--- src/rtl/uart_rx_pkg.sv ---
package uart_rx_pkg;

  localparam int CHAR_W = 8;

  typedef enum logic [2:0] {
    RX_IDLE,
    RX_START,
    RX_DATA,
    RX_PARITY,
    RX_STOP
  } rx_state_e;

  localparam logic [1:0] FMT_8N = 2'b00;
  localparam logic [1:0] FMT_8P = 2'b01;
  localparam logic [1:0] FMT_7P = 2'b10;

  localparam int CMD_W       = 4;
  localparam int CMD_CLR_FE  = 0;
  localparam int CMD_CLR_PE  = 1;
  localparam int CMD_CLR_OE  = 2;
  localparam int CMD_SET_REN = 3;

endpackage

--- src/rtl/uart_rx_sampler.sv ---
module uart_rx_sampler
  import uart_rx_pkg::*;
#(
  parameter int OSR         = 16,
  parameter int SYNC_STAGES = 2
) (
  input  logic              clk,
  input  logic              rst_n,
  input  logic              tick,
  input  logic              rxd,
  input  logic              enable,
  input  logic [1:0]        mode,
  input  logic              two_stop,
  input  logic              par_odd,
  output logic              done,
  output logic [CHAR_W-1:0] data,
  output logic              fe_hit,
  output logic              pe_hit
);

  localparam int CW  = $clog2(OSR);
  localparam int BCW = $clog2(CHAR_W + 1);
  localparam logic [CW-1:0] MID_CNT  = CW'(OSR / 2 - 1);
  localparam logic [CW-1:0] LAST_CNT = CW'(OSR - 1);

  logic [SYNC_STAGES-1:0] sync_q;
  logic                   line;

  generate
    if (SYNC_STAGES == 1) begin : g_sync_one
      always_ff @(posedge clk or negedge rst_n) begin
        if (!rst_n) sync_q <= '1;
        else        sync_q <= rxd;
      end
    end else begin : g_sync_chain
      always_ff @(posedge clk or negedge rst_n) begin
        if (!rst_n) sync_q <= '1;
        else        sync_q <= {sync_q[SYNC_STAGES-2:0], rxd};
      end
    end
  endgenerate

  assign line = sync_q[SYNC_STAGES-1];

  rx_state_e         state_q, state_d;
  logic [CW-1:0]     tcnt_q, tcnt_d;
  logic [BCW-1:0]    bcnt_q, bcnt_d;
  logic [CHAR_W-1:0] shreg_q, shreg_d;
  logic              pacc_q, pacc_d;
  logic              pe_q, pe_d;
  logic              fe_q, fe_d;
  logic              stop2_q, stop2_d;
  logic              done_q, done_d;

  logic              seven;
  logic              has_par;
  logic              last_bit;

  assign seven    = (mode == FMT_7P);
  assign has_par  = (mode == FMT_8P) || (mode == FMT_7P);
  assign last_bit = (bcnt_q == (seven ? BCW'(CHAR_W - 2) : BCW'(CHAR_W - 1)));

  always_comb begin
    state_d = state_q;
    tcnt_d  = tcnt_q;
    bcnt_d  = bcnt_q;
    shreg_d = shreg_q;
    pacc_d  = pacc_q;
    pe_d    = pe_q;
    fe_d    = fe_q;
    stop2_d = stop2_q;
    done_d  = 1'b0;
    if (tick) begin
      unique case (state_q)
        RX_IDLE: begin
          if (enable && !line) begin
            state_d = RX_START;
            tcnt_d  = '0;
          end
        end
        RX_START: begin
          if (tcnt_q == MID_CNT) begin
            tcnt_d = '0;
            if (!line) begin
              state_d = RX_DATA;
              bcnt_d  = '0;
              pacc_d  = 1'b0;
              pe_d    = 1'b0;
              fe_d    = 1'b0;
              stop2_d = 1'b0;
            end else begin
              state_d = RX_IDLE;
            end
          end else begin
            tcnt_d = tcnt_q + 1'b1;
          end
        end
        RX_DATA: begin
          if (tcnt_q == LAST_CNT) begin
            tcnt_d  = '0;
            shreg_d = {line, shreg_q[CHAR_W-1:1]};
            pacc_d  = pacc_q ^ line;
            bcnt_d  = bcnt_q + 1'b1;
            if (last_bit) state_d = has_par ? RX_PARITY : RX_STOP;
          end else begin
            tcnt_d = tcnt_q + 1'b1;
          end
        end
        RX_PARITY: begin
          if (tcnt_q == LAST_CNT) begin
            tcnt_d  = '0;
            pe_d    = ((pacc_q ^ line) != par_odd);
            state_d = RX_STOP;
          end else begin
            tcnt_d = tcnt_q + 1'b1;
          end
        end
        RX_STOP: begin
          if (tcnt_q == LAST_CNT) begin
            tcnt_d = '0;
            fe_d   = fe_q | !line;
            if (two_stop && !stop2_q) begin
              stop2_d = 1'b1;
            end else begin
              done_d  = 1'b1;
              state_d = RX_IDLE;
            end
          end else begin
            tcnt_d = tcnt_q + 1'b1;
          end
        end
        default: state_d = RX_IDLE;
      endcase
    end
  end

  always_ff @(posedge clk or negedge rst_n) begin
    if (!rst_n) begin
      state_q <= RX_IDLE;
      tcnt_q  <= '0;
      bcnt_q  <= '0;
      shreg_q <= '0;
      pacc_q  <= 1'b0;
      pe_q    <= 1'b0;
      fe_q    <= 1'b0;
      stop2_q <= 1'b0;
      done_q  <= 1'b0;
    end else begin
      state_q <= state_d;
      tcnt_q  <= tcnt_d;
      bcnt_q  <= bcnt_d;
      shreg_q <= shreg_d;
      pacc_q  <= pacc_d;
      pe_q    <= pe_d;
      fe_q    <= fe_d;
      stop2_q <= stop2_d;
      done_q  <= done_d;
    end
  end

  assign done   = done_q;
  assign data   = seven ? {1'b0, shreg_q[CHAR_W-1:1]} : shreg_q;
  assign fe_hit = fe_q;
  assign pe_hit = pe_q;

endmodule

--- src/rtl/uart_rx_store.sv ---
module uart_rx_store #(
  parameter int DEPTH = 4,
  parameter int DW    = 8,
  localparam int LW   = $clog2(DEPTH + 1),
  localparam int AW   = (DEPTH > 1) ? $clog2(DEPTH) : 1
) (
  input  logic          clk,
  input  logic          rst_n,
  input  logic          push,
  input  logic [DW-1:0] wdata,
  input  logic          pop,
  output logic [DW-1:0] rdata,
  output logic [LW-1:0] level,
  output logic          full
);

  logic [DW-1:0] mem_q [DEPTH];
  logic [AW-1:0] wp_q, wp_d;
  logic [AW-1:0] rp_q, rp_d;
  logic [LW-1:0] lvl_q, lvl_d;
  logic          push_ok;
  logic          pop_ok;

  function automatic logic [AW-1:0] adv(input logic [AW-1:0] p);
    return (p == AW'(DEPTH - 1)) ? '0 : p + 1'b1;
  endfunction

  assign full    = (lvl_q == LW'(DEPTH));
  assign push_ok = push && !full;
  assign pop_ok  = pop && (lvl_q != '0);

  always_comb begin
    wp_d  = push_ok ? adv(wp_q) : wp_q;
    rp_d  = pop_ok ? adv(rp_q) : rp_q;
    lvl_d = lvl_q;
    if (push_ok && !pop_ok)      lvl_d = lvl_q + 1'b1;
    else if (pop_ok && !push_ok) lvl_d = lvl_q - 1'b1;
  end

  always_ff @(posedge clk or negedge rst_n) begin
    if (!rst_n) begin
      wp_q  <= '0;
      rp_q  <= '0;
      lvl_q <= '0;
    end else begin
      wp_q  <= wp_d;
      rp_q  <= rp_d;
      lvl_q <= lvl_d;
    end
  end

  always_ff @(posedge clk) begin
    if (push_ok) mem_q[wp_q] <= wdata;
  end

  assign rdata = mem_q[rp_q];
  assign level = lvl_q;

endmodule

--- src/rtl/uart_rx_flags.sv ---
module uart_rx_flags
  import uart_rx_pkg::*;
(
  input  logic             clk,
  input  logic             rst_n,
  input  logic             done,
  input  logic             fe_hit,
  input  logic             pe_hit,
  input  logic             full,
  input  logic             fe_en,
  input  logic             pe_en,
  input  logic             oe_en,
  input  logic             cmd_wr,
  input  logic [CMD_W-1:0] cmd,
  output logic             err_fe,
  output logic             err_pe,
  output logic             err_oe,
  output logic             ren
);

  logic             fe_q, fe_d;
  logic             pe_q, pe_d;
  logic             oe_q, oe_d;
  logic             ren_q, ren_d;
  logic [CMD_W-1:0] act;

  assign act = cmd_wr ? cmd : '0;

  always_comb begin
    fe_d  = (done && fe_hit && fe_en) || (fe_q && !act[CMD_CLR_FE]);
    pe_d  = (done && pe_hit && pe_en) || (pe_q && !act[CMD_CLR_PE]);
    oe_d  = (done && full && oe_en)   || (oe_q && !act[CMD_CLR_OE]);
    ren_d = ren_q || act[CMD_SET_REN];
  end

  always_ff @(posedge clk or negedge rst_n) begin
    if (!rst_n) begin
      fe_q  <= 1'b0;
      pe_q  <= 1'b0;
      oe_q  <= 1'b0;
      ren_q <= 1'b0;
    end else begin
      fe_q  <= fe_d;
      pe_q  <= pe_d;
      oe_q  <= oe_d;
      ren_q <= ren_d;
    end
  end

  assign err_fe = fe_q;
  assign err_pe = pe_q;
  assign err_oe = oe_q;
  assign ren    = ren_q;

endmodule

--- src/rtl/uart_rx_frame.sv ---
module uart_rx_frame
  import uart_rx_pkg::*;
#(
  parameter int DEPTH       = 4,
  parameter int OSR         = 16,
  parameter int SYNC_STAGES = 2,
  localparam int LW         = $clog2(DEPTH + 1)
) (
  input  logic              clk,
  input  logic              rst_n,
  input  logic              tick16,
  input  logic              rxd,
  input  logic [1:0]        cfg_mode,
  input  logic              cfg_two_stop,
  input  logic              cfg_par_en,
  input  logic              cfg_par_odd,
  input  logic              cfg_fe_en,
  input  logic              cfg_oe_en,
  input  logic              clr_wr,
  input  logic [CMD_W-1:0]  clr_data,
  input  logic              rd_en,
  output logic [CHAR_W-1:0] rd_data,
  output logic [LW-1:0]     fill_level,
  output logic              err_frame,
  output logic              err_parity,
  output logic              err_overrun,
  output logic              rx_en
);

  logic              fr_done;
  logic [CHAR_W-1:0] fr_data;
  logic              fr_fe;
  logic              fr_pe;
  logic              st_full;

  uart_rx_sampler #(
    .OSR         (OSR),
    .SYNC_STAGES (SYNC_STAGES)
  ) u_sampler (
    .clk      (clk),
    .rst_n    (rst_n),
    .tick     (tick16),
    .rxd      (rxd),
    .enable   (rx_en),
    .mode     (cfg_mode),
    .two_stop (cfg_two_stop),
    .par_odd  (cfg_par_odd),
    .done     (fr_done),
    .data     (fr_data),
    .fe_hit   (fr_fe),
    .pe_hit   (fr_pe)
  );

  uart_rx_store #(
    .DEPTH (DEPTH),
    .DW    (CHAR_W)
  ) u_store (
    .clk   (clk),
    .rst_n (rst_n),
    .push  (fr_done),
    .wdata (fr_data),
    .pop   (rd_en),
    .rdata (rd_data),
    .level (fill_level),
    .full  (st_full)
  );

  uart_rx_flags u_flags (
    .clk    (clk),
    .rst_n  (rst_n),
    .done   (fr_done),
    .fe_hit (fr_fe),
    .pe_hit (fr_pe),
    .full   (st_full),
    .fe_en  (cfg_fe_en),
    .pe_en  (cfg_par_en),
    .oe_en  (cfg_oe_en),
    .cmd_wr (clr_wr),
    .cmd    (clr_data),
    .err_fe (err_frame),
    .err_pe (err_parity),
    .err_oe (err_overrun),
    .ren    (rx_en)
  );

endmodule


--- config.mk ---
export PLATFORM = sky130hd
export DESIGN_NAME = uart_rx_frame
export DESIGN_NICKNAME = d
export VERILOG_FILES = /design/src/rtl/uart_rx_pkg.sv /design/src/rtl/uart_rx_sampler.sv /design/src/rtl/uart_rx_store.sv /design/src/rtl/uart_rx_flags.sv /design/src/rtl/uart_rx_frame.sv
export SDC_FILE = /design/constraint.sdc
export NUM_CORES = 1
export LEC_CHECK = 0
export CORE_MARGIN = 4
export CORE_UTILIZATION = 55
export CTS_BUF_LIST = sky130_fd_sc_hd__clkbuf_8
export DETAILED_ROUTE_END_ITERATION = 16
export DONT_BUFFER_PORTS = 1
export GPL_TIMING_DRIVEN = 1
export PLACE_DENSITY = 0.7
export SLEW_MARGIN = 20
export SYNTH_ARGS = -nofsm -noshare
export SYNTH_HDL_FRONTEND = slang
export SYNTH_SLANG_ARGS = --single-unit
--- constraint.sdc ---
create_clock -name clk -period 2.3 [get_ports clk]
set_input_delay 0.115 -clock clk [delete_from_list [all_inputs] [get_ports clk]]
set_output_delay 0.115 -clock clk [all_outputs]
set_load 0.005 [all_outputs]
==> flow_summary.toml <==
[setup_path]
path_cells = "o31ai_1 -> ha_1 -> inv_1 -> fa_1 -> xor2_1 -> nor2_1 -> xor2_1"
worstPathMaxFanout = 5
r2r_slack_ps = 290
worstRegToRegCells = 7
critical-path-max-stage-delay_ps = 470
end_kind = "flop"
cp.arrival_ps = 2270
critPathLaunchType = "flop"
cp_common_cell = "xor2_1"
required_ps = 2560
critPathSlowestCell = "dfrtp_1"
worst-setup-path-type = "reg -> reg"
r2r-end = "u_store.level[2]"
worstReg2RegStart = "u_store.level[0]"

[clocking]
clock-root-buffer = "clkbuf_8"
cts_resized = 0
cts.sinks = 69
cts_tree = "done"
clock_latency_ps = 340
hold_buffers = 13
clk_path_buf_depth = 2
cts_setup_buffers = 0
clkTransAtPathRegs_ps = 70
htree_num_levels = 3
numCtsBuffers = 9

[yosys]
yosysWarnings = 0
syn_nets = 260
synth-edff-count = 32
synth_top_flop_cell = "dfrtp_1"
syn_avg_cell_area_um2 = 14.2
syn_inst = 233
synth.distinct_cells = 54
async_reset_ff_share_pct = 53.6
synth_area_um2 = 3300
yosysSeqAreaShare_pct = 57.2
yosys_register_bits = 69

[route]
vias_per_cell = 5.74
drc = 0
wl_per_cell_um = 17.2
dr.pass1.iters = 4
drtIter0Drc = 124
drt.antenna.violating_nets = 0
vias = 1882
drt-total-wl_um = 5630

[finish]
final_nets = 278
antenna_cells = 0
layout-drive-gt1-share_pct = 23.4
fin_util_pct = 64.7
syn_to_final_growth_pct = 11.3
fin_area_um2 = 3670
instances_no_fill = 328

[place]
gp_congestion = 0.818
post_dp_cell_area_um2 = 3340
portBuffers = 0
dp_slack_ps = 282
place_hpwl_um = 3790
placed_cells = 299

[die]
start_util_pct = 58.2
core_um2 = 5680
fp.dieW_um = 85.5
chipHeight_um = 85.5
ios = 32
die_area_um2 = 7300
rows = 27

[global_route]
grt_pass1_wl_um = 9450
grt_overflow = 0
antenna_found_initial = 0
grt_max_degree = 38
grt_pass1_vias = 1867
grt_use_total_pct = 17.0

[worst_hold_path]
holdCritPathClass = "in -> reg"
hold_depth = 2
min-delay-start = "cfg_two_stop"
hold_end = "u_sampler.done"

[sta]
fin_skew_ps = 10.2
period_minus_slack_ps = 2010
max_freq_mhz = 499
layout_setup_ws_ps = 295
fin_tns_setup_ps = 0
tightest_slew_ps = 592
setup_viol = 0
slew_headroom_pct = 60.5
rsz0062_at_grt = "false"
fin_crit_sh_pct = 87.2
hold_violations = 0
drv_slew = 0
fin_hold_ws_ps = 31.9

[pwr]
ir_worst_vdd_v = 0.000499
power.density_nw_per_um2 = 909
finalPower_mw = 3.34
p_leak_nw = 1.48

[flow_run]
maxCapViolCount = 0

[run_status]
status = "finished, final reports clean"
==> per-layer routing <==
layer / share of wire, % / vias up / global-route usage (%)
met5: 0 / - / 0
met4: 1.5 / 0 / 6.04
met3: 4.3 / 7 / 4.37
met2: 46 / 41 / 24.9
met1: 48 / 932 / 24.6
li1: - / 902 / -
==> logic make-up (layout without fill, tap and decap cells) <==
| logic type | count (synthesis) | after routing | synth area share, % |
|---|---|---|---|
| flip-flops | 69 | 69 | 57.2 |
| adder cells (fa/ha/maj) | 10 | 10 | 4.02 |
| AND/OR/NAND/NOR | 60 | 60 | 10.5 |
| buffers and inverters | 17 | 40 | 3.11 |
| AO/OA/AOI/OAI | 41 | 41 | 9.97 |
| multiplexers | 26 | 26 | 12.5 |
| XOR/XNOR | 10 | 10 | 2.65 |
==> sequential cells by signal, indices dropped and copies added (netlist names) <==
signal,flops
u_flags.err_fe,1
u_flags.err_oe,1
u_flags.err_pe,1
u_flags.ren,1
u_sampler.bcnt_q,4
u_sampler.done,1
u_sampler.fe_hit,1
u_sampler.pacc_q,1
u_sampler.pe_hit,1
u_sampler.shreg_q,8
u_sampler.state_q,3
u_sampler.stop2_q,1
u_sampler.sync_q,2
u_sampler.tcnt_q,4
u_store.level,3
u_store.mem_q,32
u_store.rp_q,2
u_store.wp_q,2
==> cells in the mapped netlist, drive strengths merged, types with 4 or more instances <==
cell type	count	share of area [%]
nor2	14	1.6
inv	7	0.80
nand2	14	1.6
dfrtp	35	27
mux2	18	7.1
buf	10	2.3
mux4	8	5.5
ha	9	3.4
o31ai	5	1.4
edfxtp	32	29
and2	4	0.76
o21ai	15	2.4
nand4	4	0.76
xnor2	5	1.3
nand3	4	0.76
xor2	5	1.3
==> area by class of cell <==
class	instances	area [µm²]
Clock buffer	9	124
Clock inverter	7	66.3
Fill cell	400	2000
Inverter	7	26.3
Multi-Input combinational cell	147	1310
Sequential cell	69	1890
Tap cell	72	90.1
Timing Repair Buffer	17	170
==> cells in the final DEF, fill, tap and decap left out, types with 2 or more instances in the layout <==
cell	instances
mux2_2	10
xnor2_1	5
xor2_1	5
mux2_4	8
a21o_1	3
edfxtp_1	32
and4b_1	2
dfstp_2	2
a32o_1	2
dlygate4sd3_1	12
mux4_2	8
clkbuf_8	9
o21ai_0	10
inv_1	7
and3_1	3
nor2b_1	2
and2_1	4
clkinvlp_4	2
o21ai_1	4
nor2_1	14
nor3_1	3
nand4_1	4
o31ai_2	2
or3b_1	3
o211ai_1	2
dfrtp_1	35
o21ba_2	2
o2bb2ai_1	2
ha_1	9
nand2_1	14
buf_4	4
nand3_1	3
o31ai_1	3
==> how the worst max path moves through the flow <==
stage	slack [ps]	endpoint	cells after the start	from
finish	290	u_store.level[2]	7	u_store.level[0]
global route	150	u_store.level[2]	8	u_store.level[0]
CTS	260	u_store.level[2]	7	u_store.level[0]
detailed placement	280	u_store.level[2]	7	u_store.level[0]
global placement	370	u_store.level[2]	7	u_store.level[0]
floorplan	290	u_store.level[2]	7	u_store.level[0]
==> critical path, delay by kind of cell, from the launching register on <==
family	cells	cell delay, ps
adders and majority gates	2	610
DFF	1	470
AOI/OAI and AO/OA	1	350
xor gates and xnor gates	2	330
and+or+nand+nor	1	120
buffers and inverters	1	60
==> power breakdown <==
| group | leakage (nW) | internal, mW | total, mW | switching, mW |
|---|---|---|---|---|
| Sequential | 0.750 | 1.38 | 1.69 | 0.307 |
| Combinational | 0.632 | 0.412 | 0.699 | 0.287 |
| Clock | 0.0945 | 0.495 | 0.950 | 0.455 |
| Total | 1.48 | 2.29 | 3.34 | 1.05 |
No activity file was read; power rests on OpenSTA's default activity.
